==> config.mk <==
export PLATFORM = sky130hd
export DESIGN_NAME = vcm_mult
export DESIGN_NICKNAME = d
export VERILOG_FILES = /design/src/rtl/vcm_pkg.sv /design/src/rtl/vcm_col_count.sv /design/src/rtl/vcm_out_stage.sv /design/src/rtl/vcm_mult.sv
export SDC_FILE = /design/constraint.sdc
export NUM_CORES = 1
export LEC_CHECK = 0
export ABC_AREA = 1
export BUFFER_PORTS_ARGS = -buffer_cell sky130_fd_sc_hd__buf_2
export CAP_MARGIN = 20
export CORE_ASPECT_RATIO = 1.5
export CORE_UTILIZATION = 54
export DETAILED_ROUTE_END_ITERATION = 8
export PLACE_DENSITY = 0.78
export SYNTH_ARGS = -nofsm -noshare
export SYNTH_HDL_FRONTEND = slang
export SYNTH_SLANG_ARGS = --single-unit
==> constraint.sdc <==
create_clock -name clk_i -period 18.3 [get_ports clk_i]
set_input_delay 1.83 -clock clk_i [delete_from_list [all_inputs] [get_ports clk_i]]
set_output_delay 1.83 -clock clk_i [all_outputs]
set_load 0.02 [all_outputs]
==> src/rtl/vcm_pkg.sv <==
package vcm_pkg;

    localparam int OP_W    = 8;
    localparam int PROD_W  = 2 * OP_W;
    localparam int NCOL    = PROD_W;
    localparam int N_FWD   = 3;
    localparam int CNT_W   = N_FWD + 1;
    localparam int SLOT_PP = OP_W;
    localparam int SLOTS   = 14;
    localparam int SPILL_W = NCOL * N_FWD;

    typedef struct packed {
        logic c;
        logic s;
    } sc_t;

    function automatic sc_t fa3(input logic x, input logic y, input logic z);
        sc_t r;
        r.s = x ^ y ^ z;
        r.c = (x & y) | (z & (x ^ y));
        return r;
    endfunction

    function automatic sc_t ha2(input logic x, input logic y);
        sc_t r;
        r.s = x ^ y;
        r.c = x & y;
        return r;
    endfunction

    // four data bits plus one carry-in, 3-bit count
    function automatic logic [2:0] cmp42(input logic [3:0] d, input logic ci);
        sc_t f1, f2, h1;
        f1 = fa3(d[0], d[1], d[2]);
        f2 = fa3(f1.s, d[3], ci);
        h1 = ha2(f1.c, f2.c);
        return {h1.c, h1.s, f2.s};
    endfunction

    // seven data bits plus two carry-ins, 4-bit count, five 3:2 cells
    function automatic logic [3:0] cmp72(input logic [6:0] d, input logic [1:0] ci);
        sc_t f1, f2, f3, f4, f5, h1, h2;
        f1 = fa3(d[0], d[1], d[2]);
        f2 = fa3(d[3], d[4], d[5]);
        f3 = fa3(d[6], ci[0], ci[1]);
        f4 = fa3(f1.s, f2.s, f3.s);
        f5 = fa3(f1.c, f2.c, f3.c);
        h1 = ha2(f5.s, f4.c);
        h2 = ha2(f5.c, h1.c);
        return {h2.c, h2.s, h1.s, f4.s};
    endfunction

endpackage

==> src/rtl/vcm_col_count.sv <==
module vcm_col_count
    import vcm_pkg::*;
(
    input  logic [SLOTS-1:0] bits_i,
    output logic [CNT_W-1:0] cnt_o
);

    logic [3:0] part72;
    logic [2:0] part42;

    always_comb begin
        part72 = cmp72(bits_i[6:0], bits_i[8:7]);
        part42 = cmp42(bits_i[12:9], bits_i[13]);
        cnt_o  = CNT_W'(part72) + CNT_W'({1'b0, part42});
    end

    // each column count equals the number of ones fed into it
    always_comb begin
        a_r1_col_count: assert (cnt_o == CNT_W'($countones(bits_i)));
    end

endmodule

==> src/rtl/vcm_out_stage.sv <==
module vcm_out_stage
    import vcm_pkg::*;
#(
    parameter bit REG_OUT = 1'b1
) (
    input  logic              clk_i,
    input  logic              rst_i,
    input  logic              vld_i,
    input  logic [OP_W-1:0]   a_i,
    input  logic [OP_W-1:0]   b_i,
    input  logic [PROD_W-1:0] prod_i,
    output logic [PROD_W-1:0] p_o,
    output logic              vld_o
);

    if (REG_OUT) begin : g_reg
        logic [PROD_W-1:0] p_q;
        logic              v_q;

        always_ff @(posedge clk_i) begin
            if (rst_i) begin
                p_q <= '0;
                v_q <= 1'b0;
            end else begin
                p_q <= prod_i;
                v_q <= vld_i;
            end
        end

        assign p_o   = p_q;
        assign vld_o = v_q;

        a_r2_reg_product: assert property (@(posedge clk_i) disable iff (rst_i)
            $past(!rst_i) |-> (p_o == PROD_W'($past(a_i)) * PROD_W'($past(b_i))));

        a_r5_valid_delay: assert property (@(posedge clk_i) disable iff (rst_i)
            !rst_i |=> (vld_o == $past(vld_i)));

        a_r4_reset_clear: assert property (@(posedge clk_i) disable iff (rst_i)
            $past(rst_i) |-> (p_o == '0 && !vld_o));
    end else begin : g_comb
        assign p_o   = prod_i;
        assign vld_o = vld_i;

        // combinational path matches the arithmetic product
        always_comb begin
            a_r1_comb_product: assert (p_o == PROD_W'(a_i) * PROD_W'(b_i));
        end
    end

endmodule

==> src/rtl/vcm_mult.sv <==
module vcm_mult
    import vcm_pkg::*;
#(
    parameter bit REG_OUT = 1'b1
) (
    input  logic              clk_i,
    input  logic              rst_i,
    input  logic              vld_i,
    input  logic [OP_W-1:0]   a_i,
    input  logic [OP_W-1:0]   b_i,
    output logic [PROD_W-1:0] p_o,
    output logic              vld_o
);

    logic [PROD_W-1:0]  prod;
    logic [SPILL_W-1:0] spill;

    for (genvar k = 0; k < NCOL; k++) begin : g_col
        logic [SLOTS-1:0] slots;
        logic [CNT_W-1:0] cnt;

        // partial-product slots, one per A bit index
        for (genvar i = 0; i < SLOT_PP; i++) begin : g_pp
            if ((k - i) >= 0 && (k - i) < OP_W) begin : g_and
                assign slots[i] = a_i[i] & b_i[k-i];
            end else begin : g_none
                assign slots[i] = 1'b0;
            end
        end

        // carries arriving from columns k-1, k-2, k-3
        for (genvar d = 1; d <= N_FWD; d++) begin : g_cin
            if (k >= d) begin : g_from
                assign slots[SLOT_PP+d-1] = g_col[k-d].cnt[d];
            end else begin : g_zero
                assign slots[SLOT_PP+d-1] = 1'b0;
            end
        end

        assign slots[SLOTS-1:SLOT_PP+N_FWD] = '0;

        vcm_col_count i_cnt (
            .bits_i (slots),
            .cnt_o  (cnt)
        );

        assign prod[k] = cnt[0];

        // carries that would land above the top column
        for (genvar d = 1; d <= N_FWD; d++) begin : g_out
            if (k + d >= NCOL) begin : g_spill
                assign spill[k*N_FWD+d-1] = cnt[d];
            end else begin : g_kept
                assign spill[k*N_FWD+d-1] = 1'b0;
            end
        end
    end

    // no carry escapes beyond the most significant product bit
    always_comb begin
        a_r3_no_overflow: assert (spill == '0);
    end

    vcm_out_stage #(
        .REG_OUT (REG_OUT)
    ) i_out (
        .clk_i  (clk_i),
        .rst_i  (rst_i),
        .vld_i  (vld_i),
        .a_i    (a_i),
        .b_i    (b_i),
        .prod_i (prod),
        .p_o    (p_o),
        .vld_o  (vld_o)
    );

endmodule

Yosys cells after proc, flatten, opt, wreduce, memory -nomap -nowiden
Index checks and enable logic that the tools add are counted.

operators by class
  add/sub/neg operators = 12
  bitwise gates (word level) = 294

operator list
  kind                  number
  AND 1 bit             164
  bitwise XOR 1 bit     101
  bitwise OR 1 bit      29
  adder 4 x 2 -> 4 bit  5
  adder 4 x 1 -> 4 bit  3
  adder 3 x 2 -> 4 bit  1
  adder 2 x 2 -> 3 bit  1
  adder 2 bit           1
  adder 1 bit           1

storage, ports and cells
  input bits = 19
  register bits = 17
  logic and storage cells = 308
  output and inout bits = 17

Logic depth before layout (Yosys ltp)
Gate-level depths: netlist (run 1).

  depth in word-level cells = 64
  gate-level depth with buffers = 72

By module
Synthesis (run 1) repeated with hierarchy kept, for this count alone.

second synthesis, totals
  cell total of the unflattened synthesis = 734
  area, all modules = 6153.4 sq um

by module, submodules not included
  module                               sequential area each (sq um)  cells an instance  area an instance (sq um)  times used
  vcm_col_count at g_col[0].i_cnt ...  0.0                           33                 316.6                     14
  vcm_col_count at g_col[5].i_cnt ...  0.0                           37                 331.6                     2
  vcm_mult                             0.0                           145                564.3                     1
  vcm_out_stage                        340.3                         53                 494.2                     1

Worst setup path before layout (run 1)
No wires, ideal clock.

  kind = input -> register
  from = input port b_i[1]
  to = register i_out.g_reg.p_q[15], in the netlist i_out.p_o[15]
  stages on the path = 71
  path slack = -1328 ps
  setup time = 115 ps
  data required time = 18185 ps
  arrival = 19513 ps
  buffers on the path = 1
  path through = clkbuf_1 > nand2_1 > inv_1 > fa_1 > ha_1 > ha_1 > fa_1 > ha_1 > inv_1 > fa_1 > inv_1 > fa_1 > ha_1 > inv_1 > fa_1 > inv_1 > fa_1 > ha_1 > [35 not listed] > ha_1 > ha_1 > fa_1 > inv_1 > fa_1 > inv_1 > ha_1 > inv_1 > fa_1 > inv_1 > ha_1 > ha_1 > inv_1 > nand2_1 > nand2_1 > nand2_1 > a21oi_1 > nor2_1

on the way
  word-level cells in the longest chain between the ends = 56

RTL lines
  what                                            line                          text
  start, declared                                 vcm_mult.sv:10                input logic [OP_W-1:0] b_i,
  AND 1 bit                                       vcm_mult.sv:25                assign slots[i] = a_i[i] & b_i[k-i];
  bitwise XOR 1 bit                               vcm_pkg.sv:19, vcm_pkg.sv:20
  AND 1 bit or bitwise XOR 1 bit (tied branches)  vcm_pkg.sv:20, vcm_pkg.sv:19
  bitwise OR 1 bit or AND 1 bit (tied branches)   vcm_pkg.sv:20                 r.c = (x & y) | (z & (x ^ y));
  bitwise XOR 1 bit                               vcm_pkg.sv:26                 r.s = x ^ y;
  AND 1 bit                                       vcm_pkg.sv:20
  bitwise OR 1 bit                                vcm_pkg.sv:20
  bitwise XOR 1 bit                               vcm_pkg.sv:26
  [40 not listed]                                 --
  bitwise XOR 1 bit                               vcm_pkg.sv:26
  adder 3 x 2 -> 4 bit                            vcm_col_count.sv:14           cnt_o = CNT_W'(part72) + CNT_W'({1'b0, part42});
  AND 1 bit                                       vcm_pkg.sv:20
  bitwise OR 1 bit                                vcm_pkg.sv:20
  adder 2 x 2 -> 3 bit                            vcm_col_count.sv:14
  bitwise XOR 1 bit or AND 1 bit (tied branches)  vcm_pkg.sv:19, vcm_pkg.sv:20
  adder 2 bit                                     vcm_col_count.sv:14
  adder 1 bit (*)                                 vcm_col_count.sv:14
  end signal, assigned                            vcm_out_stage.sv:25           p_q <= prod_i;
  end, declared                                   vcm_out_stage.sv:17           logic [PROD_W-1:0] p_q;

Every way passes the cells marked *; elsewhere a longest branch is shown, timed or not.
A chain may end at the register's enable or synchronous reset.

Worst setup path after layout (run 1)
  from = input port a_i[0]
  to = register i_out.g_reg.p_q[15], in the netlist i_out.p_o[15]

on the way
  word-level cells in the longest chain between the ends = 56

RTL lines
  what                                            line                          text
  start, declared                                 vcm_mult.sv:9                 input logic [OP_W-1:0] a_i,
  AND 1 bit                                       vcm_mult.sv:25
  bitwise XOR 1 bit                               vcm_pkg.sv:19, vcm_pkg.sv:20
  AND 1 bit or bitwise XOR 1 bit (tied branches)  vcm_pkg.sv:20, vcm_pkg.sv:19
  bitwise OR 1 bit or AND 1 bit (tied branches)   vcm_pkg.sv:20
  bitwise XOR 1 bit                               vcm_pkg.sv:26
  AND 1 bit                                       vcm_pkg.sv:20
  bitwise OR 1 bit                                vcm_pkg.sv:20
  bitwise XOR 1 bit                               vcm_pkg.sv:26
  [40 not listed]                                 --
  bitwise XOR 1 bit                               vcm_pkg.sv:26
  adder 3 x 2 -> 4 bit                            vcm_col_count.sv:14
  AND 1 bit                                       vcm_pkg.sv:20
  bitwise OR 1 bit                                vcm_pkg.sv:20
  adder 2 x 2 -> 3 bit                            vcm_col_count.sv:14
  bitwise XOR 1 bit or AND 1 bit (tied branches)  vcm_pkg.sv:19, vcm_pkg.sv:20
  adder 2 bit                                     vcm_col_count.sv:14
  adder 1 bit (*)                                 vcm_col_count.sv:14

Marks and branches as above.

==> results of run 1 <==
[state kept, by name, indices dropped and copies added, names as in the netlist]
signal,flops
i_out.p_o,16
i_out.vld_o,1
[cell families (layout without fill, tap and decap cells)]
family / count (synthesis) / count (layout) / synth area share (%)
AND/OR/NAND/NOR: 109 / 109 / 14.6
buffers and inverters: 125 / 186 / 15.6
XOR/XNOR: 18 / 18 / 5.22
adder cells (fa/ha/maj): 103 / 103 / 52.8
AO/OA/AOI/OAI: 3 / 3 / 0.497
flip-flops: 17 / 17 / 11.3
[how the worst max path moves through the flow]
stage           start             to  slack, ns  cells after the start
2_1_floorplan  b_i[2]  i_out.p_o[15]      -0.82                     69
3_3_place_gp   b_i[2]  i_out.p_o[15]      -1.27                     69
3_5_place_dp   a_i[0]  i_out.p_o[15]      -1.48                     71
4_1_cts        a_i[0]  i_out.p_o[15]      -1.06                     69
5_1_grt        a_i[0]  i_out.p_o[15]      -1.60                     69
6_report       a_i[0]  i_out.p_o[15]      -1.17                     69
[layer usage]
metal | global-route usage (%) | vias to the layer above
met5 | 0 | -
met4 | 15.1 | 0
li1 | - | 1187
met3 | 3.29 | 34
met2 | 52.3 | 70
met1 | 24.3 | 1168
[cells in the mapped netlist]
master    count  area share (%)
nand2_8       1            0.66
ha_1         62              26
nand3_1       6            0.99
inv_1       107              13
clkbuf_1     16             2.0
nand3_2       1            0.33
nor2_2        1            0.21
xnor2_1       8             2.3
nor2_1       20             2.5
nand2_1      80             9.9
fa_1         41              27
xor2_1       10             2.9
buf_2         2            0.33
a21oi_1       3            0.50
dfxtp_1      17              11
[metrics by stage]
stage / utilization (%) / instances / setup slack, ns / hold slack [ns] / TNS (ns)
after floorplan: - / 375 / -0.818 / 1.94 / -1.36
after global placement: 65.1 / 476 / -1.27 / 2.03 / -2.38
after detailed placement: 65.1 / 476 / -1.48 / 2.04 / -3.00
after CTS: 70.0 / 504 / -1.06 / 1.78 / -1.85
after global routing: 71.1 / 506 / -1.60 / 1.78 / -3.15
final: 71.1 / 506 / -1.17 / 1.78 / -2.02
[cell type report]
class	count	share of cell area, %
clock buffer	3	1.07
inverter	107	10.4
timing repair buffer	75	12.8
clock inverter	1	0.130
multi-input combinational	233	64.4
tap	70	2.28
sequential	17	8.85
[timing repair]
| item | CTS | global route |
|---|---|---|
| endpoints found under the hold margin | 0 | 0 |
| resized for setup | 13 | 13 |
| setup endpoints to repair | 3 | 3 |
| pin swaps | 15 | 16 |
| setup buffers | 24 | 2 |
[worst max-delay path, delay by kind of cell]
| family | cells | cell delay [ns] |
|---|---|---|
| adder cells (fa/ha/maj) | 44 | 16.27 |
| AND/OR/NAND/NOR | 3 | 0.20 |
| XOR/XNOR | 1 | 0.17 |
| buffers and inverters | 20 | 0.98 |
| AO/OA/AOI/OAI | 1 | 0.15 |
==> results.yml, run 1 <==
global_routing:
  grt_pass1_vias: 2689
  grt_antenna_before_repair: 0
  grt_pass1_wl_mm: 11.7
  grt.total_usage_pct: 26.1
  grt_max_degree: 18
  overflow: 0
job:
  max_cap_violations: 0
layout:
  nets: 559
  area_growth_pct: 27.2
  n_antenna_cell: 0
  finalInstanceArea_sq_mm: 0.00384
  multiInputGateArea_sq_mm: 0.00248
  fill_cells: 413
  seq_area_sq_um: 340
  layout_common_cells: "inv_1 (87), nand2_1 (76), ha_1 (42)"
  drive_gt1_share_pct: 31.7
  final_common_cell: "inv_1"
yosys:
  seq_area_frac_synth_pct: 11.3
  yosys_warnings: 0
  ys_types: 15
  syn_nets: 497
  syn_avg_cell_area_sq_um: 8.06
  synth_area_sq_mm: 0.00302
  synthCells: 375
  ys_seq_elements: 17
die:
  die_area_sq_mm: 0.00591
  start_util_pct: 55.9
  row_count: 33
  die_h_microns: 93.6
  design.portCount: 36
  die_w_microns: 63.1
  core_sq_mm: 0.00541
detailed_routing:
  dr.pass1.iters: 6
  drt_iter0_markers: 107
  antenna_left: 0
  highest_layer: "met4"
  via_per_inst: 4.86
  wl_per_cell_microns: 14.5
  met1Wirelength_mm: 2.53
  drt-total-wl_mm: 7.36
  dr_wl_met2_mm: 4.13
  wl_met3_microns: 224
  vias: 2459
  drc: 0
place:
  place_hpwl_mm: 5.50
  place_congestion: 0.857
  dpl-instance-area_sq_mm: 0.00352
  portBuffers: 35
setup_path:
  cp_data_arrival_time_ns: 19.62
  cp.required_ns: 18.45
  crit_top_cell: "fa_1"
  worstSetupPathType: "input pin to flip-flop"
  max_stage_delay_ns: 0.59
  cp_max_fo: 3
  critPathCaptureType: "flip-flop"
  start_kind: "input pin"
  cpMaxStageDelayCell: "fa_1"
outcome:
  status: "complete, but fails checks"
  violations: "setup timing"
sta:
  finalCriticalPeriod_ns: 19.47
  rsz0062_at_grt: "yes"
  layout_setup_ws_ns: -1.17
  tightest_slew_ns: 0.299
  period_share_pct: 106
  max_freq_ghz: 0.0514
  finalMaxSlewViolations: 0
  slew_headroom_pct: 80.0
  setup_viol: 2
  finalHoldViolations: 0
hold_path:
  hold_depth: 3
  worstHoldStart: "vld_i"
  min_path_type: "input pin to flip-flop"
  holdPathEnd: "i_out.vld_o"
clock_network:
  cts_made_buffers: 3
  cts-root-buf: "clkbuf_8"
  hold_buffers: 0
  ctsLongestPathBuffers: 2
  clk_pin_slew_ns: 0.07
  htreeDepth: 1
  cts_tree: "done"
  clock_sinks: 17
Power of run 1 is left out: the tool's default activity adds up to more than one toggle a clock period on the data nets, which glitch-free logic cannot reach.
==> run 2: changes to the inputs <==
Settings changed: ABC_AREA 1 to not set, BUFFER_PORTS_ARGS -buffer_cell sky130_fd_sc_hd__buf_2 to -buffer_cell sky130_fd_sc_hd__clkbuf_2.
==> run 2 against run 1 <==
Effect of this change:
- the flow still finishes with violations (setup timing)
- area after synthesis down 6.2%
- synthesized cell count down 23%
- via count shrank 14%
- die area fell by 6.1%
- fmax decreased by 0.30%
- sequential share of layout area grew 0.72 points
- design area is 7.5% lower
- setup slack worse by 0.059 ns
- non-clock buffer count is 20 lower
- wire length decreased by 16%
- core utilization rose by 1.1 points
- hold slack improved by 0.0081 ns
- critical path type unchanged
==> results.yml, run 2 <==
global_routing:
  grt_max_degree: 19
  grt_antenna_before_repair: 0
  overflow: 0
  grt_pass1_vias: 2344
  grt.total_usage_pct: 24.7
  grt_pass1_wl_mm: 10.1
yosys:
  ys_types: 18
  synth-edff-count: 0
  post-synth-top-count-cell: "ha_1"
  syn_avg_cell_area_sq_um: 9.87
  ys_top_cells_by_count: "ha_1 (62), inv_1 (49), fa_1 (41)"
  seq_area_frac_synth_pct: 12.0
  synth_area_sq_mm: 0.00283
  syn_nets: 409
  synthCells: 287
  yosysTopAreaCellShare_pct: 29.0
  synthFlopType: "dfxtp_1"
  synth_area_leaders: "fa_1 (29%), ha_1 (27%), dfxtp_1 (12%), and2_1 (8.4%), inv_1 (6.5%)"
  synth_top_cell_by_area: "fa_1"
  ys_seq_elements: 17
  yosys_warnings: 0
  async_flop_share_pct: 0
sta:
  finalHoldViolations: 0
  slew_headroom_pct: 77.5
  setup_tns_ns: -2.03
  setup_viol: 2
  max_freq_ghz: 0.0512
  rsz0062_at_grt: "yes"
  tightest_slew_ns: 0.337
  finalCriticalPeriod_ns: 19.53
  finalMaxSlewViolations: 0
  layout_setup_ws_ns: -1.23
  period_share_pct: 107
layout:
  area_growth_pct: 25.5
  nets: 468
  finalInstanceArea_sq_mm: 0.00356
  layout_common_cells: "ha_1 (41), and2_1 (37), clkbuf_2 (34)"
  final_common_cell: "ha_1"
  fill_cells: 373
  n_antenna_cell: 0
  fin_cells: 411
  drive_gt1_share_pct: 31.6
  largest_reg_flops: 16
clock_network:
  cts_made_buffers: 3
  clk_pin_slew_ns: 0.06
  cts-root-buf: "clkbuf_8"
  htreeDepth: 1
  hold_buffers: 0
  ctsLongestPathBuffers: 2
  clock_sinks: 17
  cts_tree: "done"
die:
  die_area_sq_mm: 0.00555
  die_h_microns: 90.7
  design.portCount: 36
  row_count: 31
  start_util_pct: 57.5
  core_sq_mm: 0.00493
  die_w_microns: 61.2
hold_path:
  hold_depth: 2
  min_path_type: "input pin to flip-flop"
job:
  max_cap_violations: 0
setup_path:
  crit_top_cell: "fa_1"
  max_stage_delay_ns: 0.55
  cp_data_arrival_time_ns: 19.66
  cp.required_ns: 18.43
  start_kind: "input pin"
  worstSetupPathType: "input pin to flip-flop"
  cp_max_fo: 2
  critPathCaptureType: "flip-flop"
  cpMaxStageDelayCell: "fa_2"
pwr:
  max-vdd-ir-drop_uv: 98.8
  powerDensity_mw_per_mm2: 205
  p_leak_nw: 1.85
detailed_routing:
  drc: 0
  drt-total-wl_mm: 6.18
  vias: 2111
  via_per_inst: 5.14
  dr.pass1.iters: 4
  wl_per_cell_microns: 15.0
  antenna_left: 0
  drt_iter0_markers: 52
place:
  place_congestion: 0.873
  pre_cts_slack_ns: -1.61
  portBuffers: 35
  dpl-instance-area_sq_mm: 0.00341
  place_inst: 402
  place_hpwl_mm: 5.15
outcome:
  violations: "setup timing"
  status: "complete, but fails checks"
[run 2: cell count changes in the layout (fill, tap and decap cells not counted), moves of 20 or more]
| cell | before | now |
|---|---|---|
| clkbuf_2 | 0 | 34 |
| inv_1 | 87 | 32 |
| nand2_1 | 76 | 29 |
| buf_2 | 33 | 0 |
| and2_1 | 0 | 37 |
| buf_4 | 40 | 20 |
[run 2: through the flow]
step / hold slack [ns] / utilization [%] / power (W)
2_1_floorplan: 1.90 / - / 0.000477
3_3_place_gp: 2.03 / 69.3 / 0.000625
3_5_place_dp: 2.04 / 69.3 / 0.000645
4_1_cts: 1.79 / 70.9 / 0.000690
5_1_grt: 1.79 / 72.2 / 0.000819
6_report: 1.79 / 72.2 / 0.000728
[run 2: repair_timing]
action,CTS,global route
hold endpoints to repair,0,0
gates resized for setup,2,14
buffers inserted,1,4
endpoints found under the setup margin,3,3
pin swaps,5,1
[run 2: cell type report]
cell class	count	area, sq um	area share [%]
multi-input combinational	220	2570	72.4
sequential	17	340	9.57
timing repair buffer	55	332	9.32
inverter	49	184	5.17
tap	66	82.6	2.32
clock buffer	4	45.0	1.27
[run 2: power breakdown]
part	internal [W]	total, W	leakage (nW)	switching (W)
Clock	0.0000154	0.0000272	0.0228	0.0000117
Sequential	0.0000509	0.0000534	0.141	0.00000244
Combinational	0.000336	0.000648	1.69	0.000312
Total	0.000402	0.000728	1.85	0.000326
[run 2: cell families after synthesis]
kind of cell / share of synthesized area [%]
adders and majority gates: 56.3
and+or+nand+nor: 16.8
buffers and inverters: 6.62
xor gates and xnor gates: 6.18
DFF: 12.0
AOI/OAI and AO/OA: 1.68
muxes: 0.397
[run 2: final timing paths]
check / startpoint / endpoint
setup / recovery: b_i[0] / i_out.p_o[15]
hold / removal: vld_i / i_out.vld_o
[run 2: critical path, delay by kind of cell]
kind	cells	cell delay, ns
muxes	1	0.35
adders and majority gates	44	16.16
buffers and inverters	19	0.89
and+or+nand+nor	1	0.15
xor gates and xnor gates	2	0.29
[run 2: per-layer routing]
metal	up-vias	GRT usage, %	share of wire, %
li1	997	-	-
met3	24	3.01	3.7
met2	60	46.1	55
met4	0	9.47	4.7
met5	-	0	0
met1	1030	26.5	36
Power figures use the tool's default switching activity.
